**src/rtl/bert_cnt_pkg.sv**
```systemverilog
`timescale 1ns/1ps
// Package: shared constants for the bit counter.
// Assumes the read port is byte-wide.
package bert_cnt_pkg;
    localparam int unsigned BYTE_W = 8;
    localparam logic [7:0] DEF_BASE_ADDR = 8'hE3;
endpackage

```
**src/rtl/bert_clr_edge.sv**
```systemverilog
`timescale 1ns/1ps
// Module: bert_clr_edge
// Does:    turns a 0-to-1 change of the clear control bit into a one-cycle pulse.
// Assumes: clr_ctl is synchronous to clk. Reset leaves the stored copy at 0,
//          so a bit that is already high right after reset counts as an edge.
module bert_clr_edge (
    input  logic clk,
    input  logic rst_n,
    input  logic clr_ctl,
    output logic clr_pulse
);
    logic clr_q;

    // Hold last cycle's value of the control bit.
    always_ff @(posedge clk) begin
        if (!rst_n) clr_q <= 1'b0;
        else        clr_q <= clr_ctl;
    end

    // Pulse while the bit is high now but was low before.
    always_comb clr_pulse = clr_ctl & ~clr_q;
endmodule

```
**src/rtl/bert_sat_counter.sv**
```systemverilog
`timescale 1ns/1ps
// Module: bert_sat_counter
// Does:    a saturating up-counter with a sticky flag for the all-ones state.
// Assumes: clr has priority over inc. CNT_W is at least 2.
module bert_sat_counter #(
    parameter int unsigned CNT_W = 32
) (
    input  logic             clk,
    input  logic             rst_n,
    input  logic             clr,
    input  logic             inc,
    output logic [CNT_W-1:0] cnt,
    output logic             ovf
);
    localparam logic [CNT_W-1:0] CNT_MAX    = {CNT_W{1'b1}};
    localparam logic [CNT_W-1:0] CNT_MAX_M1 = CNT_MAX - 1'b1;
    localparam logic [CNT_W-1:0] CNT_ONE    = {{(CNT_W-1){1'b0}}, 1'b1};

    logic [CNT_W-1:0] cnt_q;
    logic             ovf_q;
    logic             at_max;

    // Detect the saturated value, which blocks further increments.
    always_comb at_max = (cnt_q == CNT_MAX);

    // Update the count and flag: clear first, then a guarded increment.
    always_ff @(posedge clk) begin
        if (!rst_n) begin
            cnt_q <= '0;
            ovf_q <= 1'b0;
        end else if (clr) begin
            cnt_q <= '0;
            ovf_q <= 1'b0;
        end else if (inc && !at_max) begin
            cnt_q <= cnt_q + CNT_ONE;
            if (cnt_q == CNT_MAX_M1) ovf_q <= 1'b1;
        end
    end

    // Drive the outputs from the registers.
    always_comb begin
        cnt = cnt_q;
        ovf = ovf_q;
    end
endmodule

```
**src/rtl/bert_byte_rdmux.sv**
```systemverilog
`timescale 1ns/1ps
// Module: bert_byte_rdmux
// Does:    places the count as consecutive byte registers from BASE_ADDR upward,
//          with the lowest byte first. Any other address reads zero.
// Assumes: CNT_W is a multiple of 8, and the window does not pass the top of
//          the address space.
module bert_byte_rdmux
    import bert_cnt_pkg::*;
#(
    parameter int unsigned      CNT_W     = 32,
    parameter int unsigned      ADDR_W    = 8,
    parameter logic [ADDR_W-1:0] BASE_ADDR = ADDR_W'(DEF_BASE_ADDR)
) (
    input  logic [CNT_W-1:0]  cnt,
    input  logic [ADDR_W-1:0] rd_addr,
    output logic [BYTE_W-1:0] rd_data
);
    localparam int unsigned NUM_BYTES = CNT_W / BYTE_W;

    logic [BYTE_W-1:0] byte_arr [NUM_BYTES];
    logic [NUM_BYTES-1:0] hit;

    // Cut the count into bytes and decode one address for each byte.
    for (genvar g = 0; g < NUM_BYTES; g++) begin : g_byte
        assign byte_arr[g] = cnt[g*BYTE_W +: BYTE_W];
        assign hit[g]      = (rd_addr == ADDR_W'(int'(BASE_ADDR) + g));
    end

    // Return the byte whose address matches, or zero if none does.
    always_comb begin
        rd_data = '0;
        for (int i = 0; i < NUM_BYTES; i++) begin
            if (hit[i]) rd_data = byte_arr[i];
        end
    end
endmodule

```
**src/rtl/bert_bit_counter.sv**
```systemverilog
`timescale 1ns/1ps
// Module: bert_bit_counter (top)
// Does:    counts received bits while pattern lock holds, saturates at all ones
//          with a sticky overflow flag, restarts on a rising edge of clr_ctl,
//          and shows the count as byte registers on a read port.
// Assumes: every input is synchronous to clk. rd_data is combinational.
module bert_bit_counter
    import bert_cnt_pkg::*;
#(
    parameter int unsigned       CNT_W     = 32,
    parameter int unsigned       ADDR_W    = 8,
    parameter logic [ADDR_W-1:0] BASE_ADDR = ADDR_W'(DEF_BASE_ADDR)
) (
    input  logic              clk,
    input  logic              rst_n,
    input  logic              bit_en,
    input  logic              sync_ok,
    input  logic              clr_ctl,
    input  logic [ADDR_W-1:0] rd_addr,
    output logic [BYTE_W-1:0] rd_data,
    output logic              ovf_flag
);
    logic             clr_pulse;
    logic             inc_ok;
    logic [CNT_W-1:0] cnt_val;

    // Count only a bit that arrives while the tester is locked.
    always_comb inc_ok = bit_en & sync_ok;

    bert_clr_edge u_clr (
        .clk       (clk),
        .rst_n     (rst_n),
        .clr_ctl   (clr_ctl),
        .clr_pulse (clr_pulse)
    );

    bert_sat_counter #(.CNT_W(CNT_W)) u_cnt (
        .clk   (clk),
        .rst_n (rst_n),
        .clr   (clr_pulse),
        .inc   (inc_ok),
        .cnt   (cnt_val),
        .ovf   (ovf_flag)
    );

    bert_byte_rdmux #(.CNT_W(CNT_W), .ADDR_W(ADDR_W), .BASE_ADDR(BASE_ADDR)) u_rd (
        .cnt     (cnt_val),
        .rd_addr (rd_addr),
        .rd_data (rd_data)
    );
endmodule

```
**config.mk**
```make
export PLATFORM = sky130hd
export DESIGN_NAME = bert_bit_counter
export DESIGN_NICKNAME = d
export VERILOG_FILES = /design/src/rtl/bert_cnt_pkg.sv /design/src/rtl/bert_clr_edge.sv /design/src/rtl/bert_sat_counter.sv /design/src/rtl/bert_byte_rdmux.sv /design/src/rtl/bert_bit_counter.sv
export SDC_FILE = /design/constraint.sdc
export NUM_CORES = 1
export LEC_CHECK = 0
export ABC_CLOCK_PERIOD_IN_PS = 2900
export BUFFER_PORTS_ARGS = -buffer_cell sky130_fd_sc_hd__buf_4
export CAP_MARGIN = 5
export CELL_PAD_IN_SITES_DETAIL_PLACEMENT = 0
export CELL_PAD_IN_SITES_GLOBAL_PLACEMENT = 1
export CORE_ASPECT_RATIO = 1.75
export CORE_MARGIN = 2
export CORE_UTILIZATION = 41
export CTS_BUF_LIST = sky130_fd_sc_hd__clkbuf_4 sky130_fd_sc_hd__clkbuf_8
export DETAILED_ROUTE_END_ITERATION = 10
export GPL_TIMING_DRIVEN = 0
export PLACE_DENSITY_LB_ADDON = 0.12
export SLEW_MARGIN = 20
export SYNTH_ARGS = -nofsm -noshare
export SYNTH_HDL_FRONTEND = slang
export SYNTH_SLANG_ARGS = --single-unit
```
**constraint.sdc**
```tcl
create_clock -name clk -period 2.9 [get_ports clk]
set_clock_uncertainty 0.15 [all_clocks]
set_input_delay 0.87 -clock clk [delete_from_list [all_inputs] [get_ports clk]]
set_output_delay 0.87 -clock clk [all_outputs]
set_load 0.02 [all_outputs]
```
==> flow_summary.toml, run 1 <==
[outcome]
outcome = "complete, but fails checks"
failed_checks = "negative setup slack"

[min_path]
min_path_cells = 2
min_to = "u_cnt.cnt[31]"
min_path_type = "reg -> reg"
worstHoldStart = "u_cnt.cnt[31]"

[final_layout]
final_util = 0.541
fill_cells = 482
drive_above_1_share = 0.228
nets = 299
fin_cells = 337
syn_to_final_growth_pct = 25.6
antenna_cells = 0

[clock_network]
ctsHoldBuffers = 0
cts_buffers = 5
clkTransAtPathRegs_ns = 0.07
clk_latency_ns = 0.29
clockRootBuffer = "clkbuf_8"
cts_tree = "done"
cts_max_level = 2
cts.sinks = 34
clock_path_buffers = 2

[global_routing]
use_met1 = 0.263
antenna_found_initial = 0
grt_max_degree = 13
overflow = 0
grtUsageTotal = 0.234
grt_pass1_vias = 2024
use_met3 = 0.0294
busiest_layer = "met2"
grt.met2_usage = 0.430
grt_pass1_wl_mm = 10.1

[timing]
setup_viol = 8
fin_crit_sh = 1.12
slew_viol_final = 0
rsz0062_at_grt = "true"
worstMarginPinSlew_ns = 0.748
fin_crit_ns = 3.24
max_freq_mhz = 308
fin_ws_ns = -0.344
tns_ns = -2.58
slew_headroom = 0.497
hold_viol_final = 0
hold_ws_ns = 0.352

[placement]
finalWeightedCongestion = 0.857
hpwl_mm = 4.42
io_buffers = 21
place_inst = 326

[floorplan]
die_x_um = 57.2
rows = 33
initial_core_util = 0.431
dieArea_um2 = 5540
core_um2 = 4710
die_h_um = 97.0
pin_count = 22

[detailed_routing]
dr.pass1.iters = 4
drcViolationCount = 0
wl_per_cell_um = 17.9
vias_per_cell = 5.96
ant_nets = 0
dr_total_vias = 2010
routed_wl_mm = 6.02
drt_iter0_drc = 76

[power]
p_leak_nw = 0.890
ir_drop_mv = 0.355
p_total_w = 0.00106
power.density_nw_per_um2 = 415

[yosys]
postSynthCellCount = 253
synth_area_per_cell_um2 = 8.01
synth-seq-cells = 34
synth-edff-count = 0
async_reset_ff_frac = 0
synthFlopType = "dfxtp_1"
ys_seq_area_frac = 0.336
synth_nets = 268
netlist_area_um2 = 2030
ys_warn_count = 0
yosysUniqueCellTypes = 48

[critical_path]
r2r-start = "u_cnt.cnt[1]"
r2r_slack_ns = 0.30
crit_required_ns = 1.88
reg2reg_depth = 7
timing.rr.end = "u_cnt.cnt[11]"
critPathMaxFanout = 8
path_class = "in -> out"
end_kind = "primary output"
crit_arrival_ns = 2.22
cp-start-kind = "input pin"

[job]
maxCapViolCount = 0
==> cells by family (layout without fill, tap and decap cells) <==
family,Yosys count,in the layout,synth area share
AND/OR/NAND/NOR,119,119,0.323
AO/OA/AOI/OAI,61,61,0.193
flip-flops,34,34,0.336
XOR/XNOR,21,21,0.0907
buffers and inverters,15,47,0.0401
adder cells (fa/ha/maj),2,2,0.0123
multiplexers,1,1,0.00494
==> metrics by stage <==
stage	setup slack [ns]	area, um2
floorplan	-0.178	2080
global placement	-0.639	2300
detailed placement	-0.639	2300
CTS	-0.346	2500
global route	-0.406	2550
finish	-0.344	2550
==> layout make-up <==
type                    count  area (um2)  share of cell area
plain buffers               9        58.8              0.0231
clock buffers               5        68.8              0.0270
clock inverters             3        68.8              0.0270
inverters                   5        18.8             0.00737
multi-input cells         204        1350               0.531
flip-flops and latches     34         681               0.267
well taps                  52        65.1              0.0256
repair buffers             25         233              0.0914
==> registers in the layout (all words and copies together), names as in the netlist <==
signal and cells:
u_cnt.cnt 32, u_clr.clr_q 1, u_cnt.ovf 1
==> worst max-delay path: stages <==
cell      delay (ns)
buf_6           0.09
nand4b_1        0.17
buf_6           0.15
buf_4           0.13
nor4_4          0.25
buf_6           0.18
a21oi_1         0.10
o21ai_2         0.15
buf_6           0.13
==> cells in the mapped netlist, drive strengths merged (2+ instances only) <==
library cell | instances | area share
and4 | 5 | 0.022
clkbuf | 5 | 0.0093
nand2 | 22 | 0.042
nor3 | 4 | 0.012
nor4 | 5 | 0.019
nand4b | 3 | 0.013
or4 | 4 | 0.017
o21ai | 15 | 0.039
nand3 | 11 | 0.027
o31ai | 3 | 0.011
xnor2 | 8 | 0.035
nand4 | 12 | 0.051
a41oi | 2 | 0.0086
and3 | 2 | 0.0062
or3 | 6 | 0.020
o21a | 8 | 0.030
inv | 5 | 0.0093
a311oi | 2 | 0.0086
xor2 | 13 | 0.056
a21oi | 17 | 0.042
a211oi | 7 | 0.026
nor2 | 41 | 0.076
ha | 2 | 0.012
dfxtp | 34 | 0.34
buf | 4 | 0.017
o211ai | 2 | 0.0074
==> worst max-delay path by stage <==
| stage | cells after the start | slack (ns) | start | endpoint |
|---|---|---|---|---|
| finish | 9 | -0.34 | rd_addr[4] | rd_data[5] |
| detailed placement | 7 | -0.64 | rd_addr[4] | rd_data[4] |
| global placement | 7 | -0.64 | rd_addr[4] | rd_data[7] |
| floorplan | 5 | -0.18 | rd_addr[4] | rd_data[0] |
| CTS | 9 | -0.35 | rd_addr[4] | rd_data[6] |
| global route | 8 | -0.41 | rd_addr[4] | rd_data[6] |
==> power breakdown <==
| part | internal (W) | switching [W] | leakage [nW] |
|---|---|---|---|
| sequential | 0.000469 | 0.00000303 | 0.274 |
| clock | 0.000345 | 0.000191 | 0.0683 |
| combinational | 0.0000211 | 0.0000288 | 0.548 |
==> layer usage <==
| layer | wire, um | vias up | part of all wire |
|---|---|---|---|
| li1 | - | 994 | - |
| met1 | 2270 | 954 | 0.38 |
| met2 | 3360 | 48 | 0.56 |
| met3 | 212 | 14 | 0.035 |
| met4 | 185 | 0 | 0.031 |
| met5 | 0 | - | 0 |
==> cell usage in the layout, fill, tap and decap left out, types with 5 or more instances in the layout <==
master / instances
clkbuf_8: 5
inv_1: 5
a211oi_1: 7
nand4_1: 9
nor2_1: 41
xnor2_1: 8
dfxtp_1: 34
o21ai_2: 9
nand3_1: 11
a21oi_1: 12
nand2_1: 21
buf_6: 14
buf_4: 14
a21oi_2: 5
o21a_1: 8
clkbuf_1: 5
xor2_1: 13
o21ai_0: 6
==> timing repair <==
action	4_1_cts	5_1_grt
hold endpoints to repair	0	0
setup endpoints to repair	8	17
pin swaps	9	3
buffers inserted	2	2
resized for setup	11	7
Note: power is estimated with default switching activity, not from simulation.
==> run 2, diff against run 1 <==
--- a/config.mk
+++ b/config.mk
@@ -8,11 +8,9 @@
 export ABC_CLOCK_PERIOD_IN_PS = 2900
 export BUFFER_PORTS_ARGS = -buffer_cell sky130_fd_sc_hd__buf_4
 export CAP_MARGIN = 5
-export CELL_PAD_IN_SITES_DETAIL_PLACEMENT = 0
-export CELL_PAD_IN_SITES_GLOBAL_PLACEMENT = 1
 export CORE_ASPECT_RATIO = 1.75
 export CORE_MARGIN = 2
-export CORE_UTILIZATION = 41
+export CORE_UTILIZATION = 55
 export CTS_BUF_LIST = sky130_fd_sc_hd__clkbuf_4 sky130_fd_sc_hd__clkbuf_8
 export DETAILED_ROUTE_END_ITERATION = 10
 export GPL_TIMING_DRIVEN = 0
@@ -21,3 +19,4 @@
 export SYNTH_ARGS = -nofsm -noshare
 export SYNTH_HDL_FRONTEND = slang
 export SYNTH_SLANG_ARGS = --single-unit
+export TNS_END_PERCENT = 100
==> flow_summary.toml, run 2 (synthesis gave the netlist of run 1 again) <==
[detailed_routing]
vias_per_cell = 6.31
wl_per_cell_um = 17.6
dr.pass1.iters = 4
routed_wl_mm = 5.86
dr_total_vias = 2096
drt_iter0_drc = 102
drcViolationCount = 0
ant_nets = 0

[final_layout]
antenna_cells = 0
largest_reg_flops = 32
drive_above_1_share = 0.227
final_common_cell = "nor2_1"
fill_cells = 298
syn_to_final_growth_pct = 25.1
nets = 300
final_cell_mix = "41 x nor2_1, 34 x dfxtp_1, 20 x nand2_1"
fin_cells = 332
finalInstanceArea_um2 = 2530

[critical_path]
r2r-start = "u_cnt.cnt[0]"
crit_arrival_ns = 2.28
path_class = "in -> out"
end_kind = "primary output"
critPathMaxFanout = 5
crit_required_ns = 1.88
cp-start-kind = "input pin"
worstSetupStartpoint = "rd_addr[4]"

[outcome]
failed_checks = "negative setup slack"
outcome = "complete, but fails checks"

[power]
p_leak_nw = 0.895
ir_drop_mv = 0.487
power.density_nw_per_um2 = 417

[floorplan]
rows = 29
die_x_um = 49.9
pin_count = 22
initial_core_util = 0.564
dieArea_um2 = 4210
core_um2 = 3590
die_h_um = 84.3

[global_routing]
grt_max_degree = 13
overflow = 0
grtUsageTotal = 0.293
grt_pass1_wl_mm = 9.45
antenna_found_initial = 0
grt_pass1_vias = 2011

[timing]
fin_crit_ns = 3.30
fin_crit_sh = 1.14
hold_ws_ns = 0.388
fin_ws_ns = -0.400
max_freq_mhz = 303
rsz0062_at_grt = "true"
setup_viol = 8
hold_viol_final = 0
slew_headroom = 0.389
slew_viol_final = 0
worstMarginPinSlew_ns = 0.908

[clock_network]
cts_tree = "done"
clock_path_buffers = 2
cts.sinks = 34
clockRootBuffer = "clkbuf_8"
ctsHoldBuffers = 0
cts_max_level = 2
clk_latency_ns = 0.29
clkTransAtPathRegs_ns = 0.07
cts_buffers = 5

[placement]
finalWeightedCongestion = 0.945
hpwl_mm = 4.10
io_buffers = 21
place_inst = 320
place_area_um2 = 2300

[min_path]
min_path_type = "reg -> reg"
worstHoldStart = "u_cnt.ovf"

[job]
maxCapViolCount = 0
-- run 2: changes by cell type in the layout (fill, tap and decap cells not counted), sizes merged --
cell / before / now
buf: 28 / 29
-- run 2: through the flow --
stage	total power, W	setup slack (ns)	utilization	setup TNS (ns)
CTS	0.00106	-0.350	0.695	-2.70
global route	0.00109	-0.456	0.706	-3.37
floorplan	0.000504	-0.178	-	-1.42
global placement	0.000529	-0.615	0.639	-4.76
detailed placement	0.000529	-0.648	0.639	-4.94
finish	0.00106	-0.400	0.706	-2.93
-- run 2: timing repair --
item	in CTS	in global routing
endpoints found under the setup margin	8	9
gates cloned	0	0
pin swaps	9	3
setup buffers	3	2
gates resized for setup	11	6
-- run 2: final cells by class --
cell class | count | area, um2 | share of cell area
sequential | 34 | 681 | 0.269
inverter | 5 | 18.8 | 0.00740
timing repair buffer | 26 | 236 | 0.0933
tap | 46 | 57.6 | 0.0227
multi-input combinational | 204 | 1350 | 0.531
buffer | 9 | 58.8 | 0.0232
clock buffer | 5 | 68.8 | 0.0271
clock inverter | 3 | 68.8 | 0.0271
-- run 2: final timing paths --
| kind | to | slack (ns) | cells after the start |
|---|---|---|---|
| hold / removal | u_cnt.ovf | 0.39 | 2 |
| hold reg to reg | u_cnt.ovf | 0.39 | 2 |
| setup reg to reg | u_cnt.cnt[11] | 0.36 | 7 |
| setup / recovery | rd_data[0] | -0.40 | 9 |
-- run 2: where the power goes --
part / total [W] / leakage (nW) / internal [W] / switching (W)
sequential: 0.000471 / 0.274 / 0.000468 / 0.00000297
combinational: 0.0000500 / 0.553 / 0.0000212 / 0.0000287
clock: 0.000536 / 0.0683 / 0.000345 / 0.000191
total: 0.00106 / 0.895 / 0.000834 / 0.000223
-- run 2: worst max-delay path, stage by stage --
cell      delay [ns]
buf_6           0.09
nand4b_1        0.18
buf_6           0.15
nor4b_4         0.29
buf_4           0.20
o21a_1          0.14
a21oi_2         0.04
o21ai_2         0.18
buf_6           0.14
-- run 2: routing by layer --
metal	up-vias	global-route usage	share of wire
li1	994	-	-
met1	1006	0.317	0.38
met2	69	0.541	0.54
met3	27	0.0463	0.040
met4	0	0.129	0.043
met5	-	0	0
==> run 3, diff against run 2 <==
--- a/config.mk
+++ b/config.mk
@@ -15,6 +15,7 @@
 export DETAILED_ROUTE_END_ITERATION = 10
 export GPL_TIMING_DRIVEN = 0
 export PLACE_DENSITY_LB_ADDON = 0.12
+export RECOVER_POWER = 100
 export SLEW_MARGIN = 20
 export SYNTH_ARGS = -nofsm -noshare
 export SYNTH_HDL_FRONTEND = slang
==> flow_summary.toml, run 3 (synthesis gave the netlist of run 1 again) <==
[outcome]
outcome = "complete, but fails checks"
failed_checks = "negative setup slack"

[critical_path]
crit_arrival_ns = 2.28
crit_required_ns = 1.88
end_kind = "primary output"
cp_slowest_stage_delay_ns = 0.29
timing.rr.end = "u_cnt.cnt[11]"
r2r-start = "u_cnt.cnt[0]"
cp-start-kind = "input pin"
path_class = "in -> out"
crit_slowest_cell = "nor4b_4"
r2r_slack_ns = 0.09
critPathMaxFanout = 5
crit_buf_inv = 4
reg2reg_depth = 7
crit_family = "buffers and inverters"
path_cells = "buf_6 -> nand4b_1 -> buf_6 -> nor4b_4 -> buf_4 -> o21a_1 -> a21oi_2 -> o21ai_2 -> buf_6"
cpMostUsedCell = "buf_6"

[clock_network]
cts_buffers = 5
clockRootBuffer = "clkbuf_8"
ctsHoldBuffers = 0
clk_latency_ns = 0.29
clkTransAtPathRegs_ns = 0.07
cts.sinks = 34
cts_tree = "done"
cts_max_level = 2
clock_path_buffers = 2

[detailed_routing]
dr_total_vias = 2087
dr.pass1.iters = 4
drt_iter0_drc = 70
routed_wl_mm = 5.86
wl_per_cell_um = 17.6
drcViolationCount = 0
vias_per_cell = 6.29
ant_nets = 0

[final_layout]
final_common_cell = "nor2_1"
nets = 300
final_util = 0.697
drive_above_1_share = 0.213
final_cell_mix = "41 x nor2_1, 34 x dfxtp_1, 20 x nand2_1"
antenna_cells = 0
fin_cells = 332
fill_cells = 302
largest_reg_flops = 32
syn_to_final_growth_pct = 23.6

[timing]
hold_viol_final = 0
fin_crit_sh = 1.14
slew_viol_final = 0
worstMarginPinSlew_ns = 0.905
fin_crit_ns = 3.30
max_freq_mhz = 303
setup_viol = 8
slew_headroom = 0.391
rsz0062_at_grt = "true"
hold_ws_ns = 0.376
tns_ns = -2.92
fin_ws_ns = -0.399

[floorplan]
core_um2 = 3590
pin_count = 22
rows = 29
dieArea_um2 = 4210
initial_core_util = 0.564
die_h_um = 84.3
die_x_um = 49.9

[global_routing]
grt_pass1_vias = 2011
grt_max_degree = 13
grt_pass1_wl_mm = 9.45
grtUsageTotal = 0.293
overflow = 0
antenna_found_initial = 0

[min_path]
worstHoldStart = "u_cnt.ovf"
min_path_type = "reg -> reg"
min_to = "u_cnt.ovf"
min_path_cells = 2

[placement]
pre_cts_slack_ns = -0.648
place_inst = 320
hpwl_mm = 4.10
finalWeightedCongestion = 0.945
io_buffers = 21

[job]
maxCapViolCount = 0

[power]
ir_drop_mv = 0.484
p_leak_nw = 0.857
power.density_nw_per_um2 = 422
-- run 3: changes by cell type in the layout (fill, tap and decap cells not counted), sizes merged --
cell / delta
buf: -3
clkbuf: +3
-- run 3: stage by stage --
stage / area (um2) / power, W
3_3_place_gp: 2300 / 0.000529
4_1_cts: 2500 / 0.00106
2_1_floorplan: 2080 / 0.000504
5_1_grt: 2500 / 0.00109
6_report: 2500 / 0.00106
3_5_place_dp: 2300 / 0.000529
-- run 3: worst min-delay path: cells and delay by family, from the launching register on --
kind / cells / cell delay (ns)
AND/OR/NAND/NOR: 1 / 0.08
flip-flops: 1 / 0.36
AO/OA/AOI/OAI: 1 / 0.05
-- run 3: metal layers --
layer  vias to the layer above  wire (um)  global-route usage
met3                        23        215              0.0463
met1                      1004       2250               0.317
met4                         0        228               0.129
li1                        993          -                   -
met5                         -          0                   0
met2                        67       3170               0.541
-- run 3: cell type report --
class                      count  area [um2]  share of cell area
multi-input combinational    204        1330               0.529
sequential                    34         681               0.272
timing repair buffer          26         229              0.0914
clock buffer                   5        68.8              0.0275
clock inverter                 3        68.8              0.0275
tap                           46        57.6              0.0230
buffer                         9        55.1              0.0220
inverter                       5        18.8             0.00749
-- run 3: what timing repair did --
item,in CTS,in global routing
buffers inserted,3,2
gates resized for setup,11,6
pin swaps,9,3
endpoints found under the setup margin,8,9
-- run 3: worst max path at each step --
stage	start	end	slack, ns	cells after the start
2_1_floorplan	rd_addr[4]	rd_data[0]	-0.18	5
3_3_place_gp	rd_addr[4]	rd_data[4]	-0.61	7
3_5_place_dp	rd_addr[4]	rd_data[4]	-0.65	7
4_1_cts	rd_addr[4]	rd_data[4]	-0.35	8
5_1_grt	rd_addr[4]	rd_data[0]	-0.46	9
6_report	rd_addr[4]	rd_data[0]	-0.40	9
-- run 3: power breakdown --
group          internal, W  total [W]  switching [W]
combinational    0.0000203  0.0000487      0.0000284
sequential        0.000468   0.000471     0.00000280
clock             0.000345   0.000537       0.000192
total             0.000833    0.00106       0.000223
